### config.mk
export PLATFORM = sky130hd
export DESIGN_NAME = vplane_rd
export DESIGN_NICKNAME = d
export VERILOG_FILES = /design/src/rtl/vprd_pkg.sv /design/src/rtl/vprd_addr_map.sv /design/src/rtl/vprd_lane_sel.sv /design/src/rtl/vprd_cmp_reduce.sv /design/src/rtl/vplane_rd.sv
export SDC_FILE = /design/constraint.sdc
export NUM_CORES = 1
export LEC_CHECK = 0
export BUFFER_PORTS_ARGS = -buffer_cell sky130_fd_sc_hd__buf_2
export CAP_MARGIN = 20
export CORE_MARGIN = 2
export CORE_UTILIZATION = 47
export DETAILED_ROUTE_END_ITERATION = 16
export HOLD_SLACK_MARGIN = 0.03
export PLACE_DENSITY = 0.78
export SETUP_SLACK_MARGIN = 0.4
export SYNTH_ARGS = -nofsm -noshare
export SYNTH_HDL_FRONTEND = slang
export SYNTH_SLANG_ARGS = --single-unit
### constraint.sdc
create_clock -name clk -period 1.7 [get_ports clk]
set_input_delay 0.17 -clock clk [delete_from_list [all_inputs] [get_ports clk]]
set_output_delay 0.17 -clock clk [all_outputs]
set_load 0.005 [all_outputs]
### src/rtl/vprd_pkg.sv
package vprd_pkg;
  localparam int PLANES = 4;
  localparam int LANE_W = 8;
  localparam int WORD_W = PLANES * LANE_W;
  localparam int PSEL_W = $clog2(PLANES);

  typedef logic [PSEL_W-1:0] plane_t;
  typedef logic [LANE_W-1:0] lane_t;
  typedef logic [WORD_W-1:0] word_t;

  typedef struct packed {
    logic              packed_px;
    logic              host_oe;
    logic              pair_clr;
    logic              dword;
    logic              byte_mode;
    logic              cmp_mode;
    plane_t            map_sel;
    logic [PLANES-1:0] cmp_val;
    logic [PLANES-1:0] cmp_care;
  } rd_cfg_t;
endpackage

### src/rtl/vprd_addr_map.sv
module vprd_addr_map
  import vprd_pkg::*;
#(
  parameter int HOST_AW   = 18,
  parameter int MEM_WORDS = 16384
) (
  input  logic [HOST_AW-1:0] host_addr,
  input  rd_cfg_t            cfg,
  output plane_t             plane,
  output logic [HOST_AW-1:0] word_idx,
  output logic               in_range
);
  localparam logic [HOST_AW:0] LIMIT = (HOST_AW + 1)'(MEM_WORDS);

  logic [HOST_AW-1:0] a_sel;
  logic [HOST_AW-1:0] a_pair;

  // plane choice: packed pixel wins over host odd/even
  always_comb begin
    a_sel = host_addr;
    if (cfg.packed_px) begin
      plane      = host_addr[1:0];
      a_sel[1:0] = 2'b00;
    end else if (cfg.host_oe) begin
      plane = {cfg.map_sel[1], host_addr[0]};
    end else begin
      plane = cfg.map_sel;
    end
  end

  always_comb begin
    a_pair = a_sel;
    if (cfg.pair_clr) a_pair[0] = 1'b0;
  end

  // doubleword shift takes priority over word shift
  always_comb begin
    if (cfg.dword)
      word_idx = a_pair >> 2;
    else if (cfg.host_oe && !cfg.byte_mode)
      word_idx = a_pair >> 1;
    else
      word_idx = a_pair;
  end

  assign in_range = ({1'b0, word_idx} < LIMIT);
endmodule

### src/rtl/vprd_lane_sel.sv
module vprd_lane_sel
  import vprd_pkg::*;
(
  input  word_t  word,
  input  plane_t plane,
  output lane_t  lane
);
  lane_t lanes [PLANES];

  for (genvar p = 0; p < PLANES; p++) begin : g_lane
    assign lanes[p] = word[p*LANE_W +: LANE_W];
  end

  assign lane = lanes[plane];
endmodule

### src/rtl/vprd_cmp_reduce.sv
module vprd_cmp_reduce
  import vprd_pkg::*;
(
  input  word_t             word,
  input  logic [PLANES-1:0] cmp_val,
  input  logic [PLANES-1:0] cmp_care,
  output lane_t             match
);
  lane_t diff [PLANES];

  for (genvar p = 0; p < PLANES; p++) begin : g_diff
    assign diff[p] = (word[p*LANE_W +: LANE_W] ^ {LANE_W{cmp_val[p]}})
                     & {LANE_W{cmp_care[p]}};
  end

  always_comb begin
    lane_t any_diff;
    any_diff = '0;
    for (int p = 0; p < PLANES; p++) any_diff = any_diff | diff[p];
    match = ~any_diff;
  end
endmodule

### src/rtl/vplane_rd.sv
module vplane_rd
  import vprd_pkg::*;
#(
  parameter int HOST_AW   = 18,
  parameter int MEM_WORDS = 16384,
  localparam int MEM_AW   = $clog2(MEM_WORDS)
) (
  input  logic               clk,
  input  logic               rst,
  input  logic               host_req,
  input  logic [HOST_AW-1:0] host_addr,
  input  logic               cfg_packed,
  input  logic               cfg_host_oe,
  input  logic               cfg_pair_clr,
  input  logic               cfg_dword,
  input  logic               cfg_byte_mode,
  input  logic               cfg_cmp_mode,
  input  logic [1:0]         cfg_map_sel,
  input  logic [3:0]         cfg_cmp_val,
  input  logic [3:0]         cfg_cmp_care,
  output logic               mem_rd_en,
  output logic [MEM_AW-1:0]  mem_addr,
  input  logic [31:0]        mem_rdata,
  output logic               rd_valid,
  output logic [7:0]         rd_data,
  output logic [31:0]        latch_q
);
  rd_cfg_t            cfg;
  plane_t             plane;
  logic [HOST_AW-1:0] word_idx;
  logic               in_range;

  assign cfg = '{packed_px: cfg_packed, host_oe: cfg_host_oe,
                 pair_clr: cfg_pair_clr, dword: cfg_dword,
                 byte_mode: cfg_byte_mode, cmp_mode: cfg_cmp_mode,
                 map_sel: cfg_map_sel, cmp_val: cfg_cmp_val,
                 cmp_care: cfg_cmp_care};

  vprd_addr_map #(.HOST_AW(HOST_AW), .MEM_WORDS(MEM_WORDS)) i_map (
    .host_addr (host_addr),
    .cfg       (cfg),
    .plane     (plane),
    .word_idx  (word_idx),
    .in_range  (in_range)
  );

  assign mem_rd_en = host_req && in_range;
  assign mem_addr  = word_idx[MEM_AW-1:0];

  // stage register: context of the read whose word arrives next cycle
  logic              st_valid;
  logic              st_hit;
  logic              st_packed;
  logic              st_cmp;
  plane_t            st_plane;
  logic [PLANES-1:0] st_val;
  logic [PLANES-1:0] st_care;

  always_ff @(posedge clk) begin
    if (rst) begin
      st_valid  <= 1'b0;
      st_hit    <= 1'b0;
      st_packed <= 1'b0;
      st_cmp    <= 1'b0;
      st_plane  <= '0;
      st_val    <= '0;
      st_care   <= '0;
    end else begin
      st_valid  <= host_req;
      st_hit    <= host_req && in_range;
      st_packed <= cfg.packed_px;
      st_cmp    <= cfg.cmp_mode;
      st_plane  <= plane;
      st_val    <= cfg.cmp_val;
      st_care   <= cfg.cmp_care;
    end
  end

  lane_t plane_byte;
  lane_t cmp_byte;

  vprd_lane_sel i_lane (
    .word  (mem_rdata),
    .plane (st_plane),
    .lane  (plane_byte)
  );

  vprd_cmp_reduce i_cmp (
    .word     (mem_rdata),
    .cmp_val  (st_val),
    .cmp_care (st_care),
    .match    (cmp_byte)
  );

  always_comb begin
    if (!st_hit)
      rd_data = 8'hFF;
    else if (st_packed || !st_cmp)
      rd_data = plane_byte;
    else
      rd_data = cmp_byte;
  end

  assign rd_valid = st_valid;

  always_ff @(posedge clk) begin
    if (rst)
      latch_q <= '0;
    else if (st_valid && st_hit && !st_packed)
      latch_q <= mem_rdata;
  end
endmodule

; ---- Yosys cells after proc, flatten, opt, wreduce, memory -nomap -nowiden
; Cells that the tools add are included.
[word_totals]
out_inout_bits = 56
inputBits = 69
reg_bits = 46
wordCells = 42
[classes]
bitwise_logic = 13
mux = 11
magnitude_cmp = 2
n_reduce_logical = 8
[ops]
columns = op, count
row1 = $mux 18, 2
row2 = $and 8x8->8, 4
row3 = $mux 8, 4
row4 = $xor 8x8->8, 4
row5 = $or 8x8->8, 3
row6 = $lt 18x15->1 const B, 1
row7 = $bmux 8 s2, 1
row8 = $not 8->8, 1
row9 = $logic_and 1x1->1, 4
row10 = $mux 2, 2
row11 = $ge 3x3->1 const B, 1
row12 = $logic_not 1->1, 3
row13 = $not 2->3, 1
row14 = $mux 1, 2
row15 = $logic_or 1x1->1, 1

; ---- Depth between registers and ports, before layout
; Gate-level depths: netlist (run 1).
[depth]
word_depth = 8
mapped_depth = 6
ltp_nobuf = 3

; ---- Cells and area by module
; From an unflattened synthesis (run 1), not the netlist that was laid out.
[unflattened]
cells_unflattened = 330
area_unflattened_um2 = 3188.1
[by_module_without_submodules]
columns = mod, instances, area_per_inst_um2, cells_each, seq_area_each_um2
row1 = vplane_rd, 1, 2026.9, 198, 920.9
row2 = vprd_cmp_reduce, 1, 514.2, 56, 0.0
row3 = vprd_addr_map, 1, 450.4, 66, 0.0
row4 = vprd_lane_sel, 1, 196.4, 10, 0.0

; ---- Least setup slack after synthesis (run 1)
; No wires, ideal clock.
[synth_path]
kind = register to output
start = register st_plane[0]
end = output port rd_data[7]
path_buffers = 1
setup_slack_ns = 0.403
required_time_ns = 1.530
t_arrival_ns = 1.127
stages_incl_launch_ff = 5
cell_sequence = dfxtp_1 -> buf_6 -> mux4_2 -> nand2_1 -> o311ai_2
[synth_via]
elab_chain_len = 6
[synth_lines]
columns = item, line_no
row1 = from (decl), vplane_rd.sv:55  ; plane_t st_plane;
row2 = from (signal assigned), vplane_rd.sv:73  ; st_plane <= plane;
row3 = $not 2->3 (not written as such), vprd_lane_sel.sv:14  ; assign lane = lanes[plane];
row4 = $bmux 8 s2, vprd_lane_sel.sv:14
row5 = $mux 8 (not written as such) (2 in series), vprd_lane_sel.sv:14
row6 = $mux 8, vplane_rd.sv:98  ; else if (st_packed || !st_cmp)
row7 = $mux 8, vplane_rd.sv:96  ; if (!st_hit)
row8 = to (decl), vplane_rd.sv:25  ; output logic [7:0] rd_data,
; Every way passes these cells. The select of a mux whose other input is x is not followed.

; ---- Final worst setup path (run 1)
[layout_path]
start = register st_plane[0]
end = output port rd_data[4]
; Same word-level chain as after synthesis.

==> results.yml, run 1 <==
layout:
  seqCellArea_um2: 929.6
  final_util_pct: 63.81
  drive_above_1_share_pct: 37.96
  fillerInstances: 476
  area_growth_pct: 31.97
  final_common_cell: "buf_2"
  nets: 500
  diodes: 0
  instances_no_fill: 504
  multi_input_area_um2: 1563
  final_cell_mix: "123 x buf_2, 86 x nand2_1, 41 x dfxtp_1, 34 x a21oi_1, 32 x xor2_1"
worst_hold_path:
  hold_class: "input pin to flop"
  holdPathStages: 2
global_route:
  grt_pass1_wl_um: 10810
  track_usage_pct: 22.35
  grt_pass1_vias: 2333
  gr-total-overflow: 0
  antenna_found_initial: 0
  grt_max_degree: 30
sta:
  min_period_ns: 1.790
  slew-limit-headroom_pct: 71.69
  finalSetupTns_ns: -0.5224
  fin_skew_ns: 0.002260
  tightest_slew_ns: 0.4246
  finalCritPeriodShare_pct: 105.3
  worst_slack_ns: -0.08967
  final_max_slew_viol_count: 0
  setup_viol: 8
  final-hold-violation-count: 0
  max_freq_ghz: 0.5588
  rsz0062_at_grt: "yes"
die:
  fp.dieW_um: 78.81
  fp-row-count: 27
  core_area_um2: 5439
  dieArea_um2: 6210
  io_pins: 125
  start_util_pct: 48.36
  die_h_um: 78.81
routing:
  routed_wl_um: 7428
  drtIter0Drc: 178
  drc: 0
  detail_route.wl_per_cell_um: 14.74
  ant_nets: 0
  first_pass_iters: 4
  num_vias: 2682
  vias_per_cell: 5.321
place:
  post-dp-hpwl_um: 5419
  io_buffers: 124
  place_inst: 490
  dp_slack_ns: 0.1031
  gp_congestion: 0.8285
yosys:
  ys_top_cells_by_area: "dfxtp_1 35%, nand2_1 13%, xor2_1 11%"
  yosysTopAreaCell: "dfxtp_1"
  postSynthCellCount: 314
  ys_ff_latch: 46
  yosysWarnings: 0
  synth_area_um2: 2630
  synth_top_area_share_pct: 35.01
  syn_nets: 383
  ys_seq_area_share_pct: 35.01
  synth_cell_type_count: 25
  post_synth.cell_area_avg_um2: 8.376
clock_tree:
  cts_sinks: 46
  clockBufferDepth: 2
  clkLatencyLatePin_ns: 0.29
  clk_pin_slew_ns: 0.08
  postCtsHoldBufs: 0
  cts_root_buf: "clkbuf_8"
  numCtsBuffers: 5
  htreeDepth: 2
  cts_tree: "yes"
job:
  maxCapViolCount: 0
setup_path:
  crit_required_ns: 1.53
  reg2regPathDepth: 4
  critical_path_class: "flop to output pin"
  crit_path_max_fanout: 8
  rrSetupSlack_ns: 0.67
  endpoint_kind: "output pin"
  setup.worst_path.start_class: "flop"
  cp.arrival_ns: 1.62
power_and_ir_drop:
  ir_worst_vdd_uv: 418.8
  p_per_area_nw_per_um2: 658.9
  total_leakage_power_nw: 1.646
run_status:
  outcome: "finished, violations left"
  violations: "negative setup slack"
[registers in the layout (all words and copies together) (netlist names)]
| name | cells |
|---|---|
| latch_q | 32 |
| st_care | 4 |
| st_val | 4 |
| st_plane | 2 |
| rd_valid | 1 |
| st_cmp | 1 |
| st_hit | 1 |
| st_packed | 1 |
[layout make-up]
| type | instances | area share (%) |
|---|---|---|
| clock inverter | 1 | 0.1442 |
| multi-input combinational | 238 | 45.03 |
| timing repair buffer | 139 | 22.86 |
| inverter | 1 | 0.1081 |
| clock buffer | 7 | 2.487 |
| sequential | 46 | 26.78 |
| tap | 72 | 2.596 |
[kinds of logic after synthesis]
| family | share of synthesized area, % |
|---|---|
| XOR/XNOR | 10.66 |
| flip-flops | 35.01 |
| AO/OA/AOI/OAI | 18.27 |
| AND/OR/NAND/NOR | 17.17 |
| multiplexers | 12.56 |
| buffers and inverters | 6.327 |
[critical path, cell delays in order, from the launching register on]
cell      delay (ns)
dfxtp_2         0.35
buf_12          0.14
mux4_2          0.49
nand2_1         0.08
o311ai_1        0.12
buf_2           0.15
[path summary, 6_finish.rpt]
check                                startpoint           to
worst min register to register      latch_q[21]  latch_q[21]
worst max-delay path                st_plane[0]   rd_data[4]
worst max register to register        st_packed  latch_q[31]
worst min-delay path            cfg_cmp_care[0]   st_care[0]
[timing repair]
| item | in CTS | in global routing |
|---|---|---|
| endpoints found under the setup margin | 9 | 9 |
| pin swaps | 3 | 2 |
| buffers inserted | 0 | 5 |
| cloned | 0 | 1 |
| gates resized for setup | 6 | 9 |
[Yosys cell counts, drive strengths merged]
cell    instances
nand2b          2
mux2i          15
inv             1
a211oi          1
nor2            3
clkbuf          9
o21ai          14
nor2b          13
nand2          88
o311ai          8
and3b           1
mux4            8
nand3b          1
a22o           16
buf            20
a21o            1
dfxtp          46
o31ai           1
xor2           32
a21oi          34
[metal layers]
metal	routed length, µm	up-vias	GRT usage (%)
li1	-	1301	-
met1	3001	1239	27.82
met2	3710	132	38.38
met3	599	10	4.545
met4	117	0	7.895
met5	0	-	0
[per-stage QoR]
stage / hold WS (ns) / area (µm²) / total power [mW]
after detailed placement: 0.3841 / 3271 / 1.598
after global routing: 0.07968 / 3471 / 2.398
after global placement: 0.3879 / 3271 / 1.587
final: 0.08267 / 3471 / 2.287
after CTS: 0.07627 / 3372 / 2.279
after floorplan: 0.2982 / 2630 / 1.407
[report_power, final]
group	internal, mW	switching (mW)	leakage [nW]
logic	0.248	0.220	1.22
registers	1.10	0.0420	0.376
clock network	0.328	0.350	0.0482
total	1.67	0.612	1.65
No activity file was read; power rests on OpenSTA's default activity.
==> inputs of run 2 (changes only) <==
--- a/config.mk
+++ b/config.mk
@@ -5,11 +5,13 @@
 export SDC_FILE = /design/constraint.sdc
 export NUM_CORES = 1
 export LEC_CHECK = 0
+export ABC_CLOCK_PERIOD_IN_PS = 1700
 export BUFFER_PORTS_ARGS = -buffer_cell sky130_fd_sc_hd__buf_2
 export CAP_MARGIN = 20
 export CORE_MARGIN = 2
 export CORE_UTILIZATION = 47
 export DETAILED_ROUTE_END_ITERATION = 16
+export GPL_TIMING_DRIVEN = 0
 export HOLD_SLACK_MARGIN = 0.03
 export PLACE_DENSITY = 0.78
 export SETUP_SLACK_MARGIN = 0.4
==> run 2 against run 1 <==
The flow still finishes with violations (negative setup slack). Maximum frequency hardly changed. Critical path depth is the same. Count of clock-buffer cells in the layout decreased by 1. Combinational power increased by 12%. Cell count up 3.0%. Non-clock buffer count grew 15. Clock skew up 0.011 ns. Critical path type unchanged.
==> results.yml, run 2 (same netlist as run 1, synthesis figures left out) <==
clock_tree:
  htreeDepth: 2
  clockBufferDepth: 2
  cts_sinks: 46
  numCtsBuffers: 5
  cts_root_buf: "clkbuf_8"
  clk_pin_slew_ns: 0.08
  clkLatencyLatePin_ns: 0.30
  cts_tree: "yes"
place:
  place_inst: 508
  gp_congestion: 0.8615
  placed_cell_area_um2: 3331
  dp_slack_ns: 0.1413
  post-dp-hpwl_um: 5802
  io_buffers: 122
layout:
  fillerInstances: 480
  instances_no_fill: 519
  diodes: 0
  largest_register_ffs: 32
  final_util_pct: 66.41
  area_growth_pct: 37.35
  design_area_um2: 3612
  regMostFlops: "latch_q"
  drive_above_1_share_pct: 37.58
  reg.largest.list: "latch_q (32), st_care (4), st_val (4)"
  final_common_cell: "buf_2"
  nets: 515
  final_cell_mix: "123 x buf_2, 86 x nand2_1, 45 x dfxtp_1, 33 x a21oi_1, 32 x xor2_1"
setup_path:
  endpoint_kind: "output pin"
  slowest_delay_ns: 0.31
  path_delay_family: "compound AO/OA/AOI/OAI gates"
  path_cells: "buf_6 -> xor2_1 -> a22o_1 -> o311ai_1 -> buf_2"
  slowest_stage: "dfxtp_1"
  cp.arrival_ns: 1.62
  crit_required_ns: 1.53
  worst-path-buf-inv: 2
  setup.worst_path.start_class: "flop"
  critical_path_class: "flop to output pin"
  crit_path_max_fanout: 8
power_and_ir_drop:
  pwr-share-seq_pct: 42.3
  switching_share_pct: 24.23
  ir_worst_vdd_uv: 579.6
  p_switching_mw: 0.6342
  power.internal_mw: 1.983
  pwr-share-comb_pct: 19.9
  clkPwrFrac_pct: 37.8
  total_leakage_power_nw: 1.702
  p_per_area_nw_per_um2: 724.5
  finalPower_mw: 2.617
sta:
  final_max_slew_viol_count: 0
  worst_slack_ns: -0.08931
  min_period_ns: 1.789
  hold_ws_ns: 0.09648
  setup_viol: 8
  finalCritPeriodShare_pct: 105.3
  fin_skew_ns: 0.01279
  finalSetupTns_ns: -0.5009
  rsz0062_at_grt: "yes"
  tightest_slew_ns: 0.5053
  max_freq_ghz: 0.5589
  final-hold-violation-count: 0
  slew-limit-headroom_pct: 66.31
job:
  maxCapViolCount: 0
global_route:
  gr-total-overflow: 0
  grt_pass1_vias: 2511
  antenna_found_initial: 0
  grt_pass1_wl_um: 11480
  grt_max_degree: 15
  track_usage_pct: 23.82
die:
  dieArea_um2: 6210
  fp-row-count: 27
  core_area_um2: 5439
  start_util_pct: 48.36
  fp.dieW_um: 78.81
  die_h_um: 78.81
  io_pins: 125
routing:
  highest_layer: "met4"
  vias_per_cell: 5.197
  num_vias: 2697
  drtIter0Drc: 153
  wl_met3_um: 616
  first_pass_iters: 4
  detail_route.wl_per_cell_um: 14.73
  ant_nets: 0
  met2_length_um: 3835
  wl_met1_um: 3035
  routed_wl_um: 7646
  drc: 0
worst_hold_path:
  hold_class: "input pin to flop"
run_status:
  violations: "negative setup slack"
  outcome: "finished, violations left"
-- run 2: cell types whose count changed in the layout (fill, tap and decap cells not counted), sizes merged --
cell,before,now
buf,138,143
bufinv,0,2
clkbuf,8,17
clkinv,1,0
-- run 2: worst paths after layout --
kind                            slack [ns]            from  cells after the start         end
worst max-delay path                 -0.09       st_val[3]                      5  rd_data[3]
worst min-delay path                   0.1  cfg_cmp_val[3]                      2   st_val[3]
worst max register to register        0.47          st_hit                      5  latch_q[8]
worst min register to register        0.45      latch_q[9]                      2  latch_q[9]
-- run 2: area by class of cell --
class,instances,area [µm²],share of cell area (%)
Clock buffer,6,82.58,2.286
Multi-Input combinational cell,238,1573,43.54
Buffer,29,224.0,6.200
Timing Repair Buffer,125,656.9,18.18
Tap cell,72,90.09,2.494
Inverter,1,3.754,0.1039
Clock inverter,2,60.06,1.663
Sequential cell,46,922.1,25.53
-- run 2: power by group through the flow --
stage / sequential [mW] / clock (mW) / combinational (mW)
after CTS: 1.11 / 1.00 / 0.491
after global placement: 1.13 / 0 / 0.465
after global routing: 1.11 / 1.05 / 0.567
final: 1.11 / 0.989 / 0.522
after detailed placement: 1.13 / 0 / 0.480
after floorplan: 1.13 / 0 / 0.278
-- run 2: routing by layer --
metal / vias to the layer above / GRT usage (%)
met2: 119 / 42.05
li1: 1329 / -
met5: - / 0
met3: 14 / 4.432
met1: 1235 / 28.74
met4: 0 / 8.947
-- run 2: timing repair --
action                                  4_1_cts  5_1_grt
buffers inserted                              1        1
hold buffers                                  0        0
endpoints found under the setup margin       19       47
pin swaps                                     5        4
gates cloned                                  0        1
gates resized for setup                      12       20
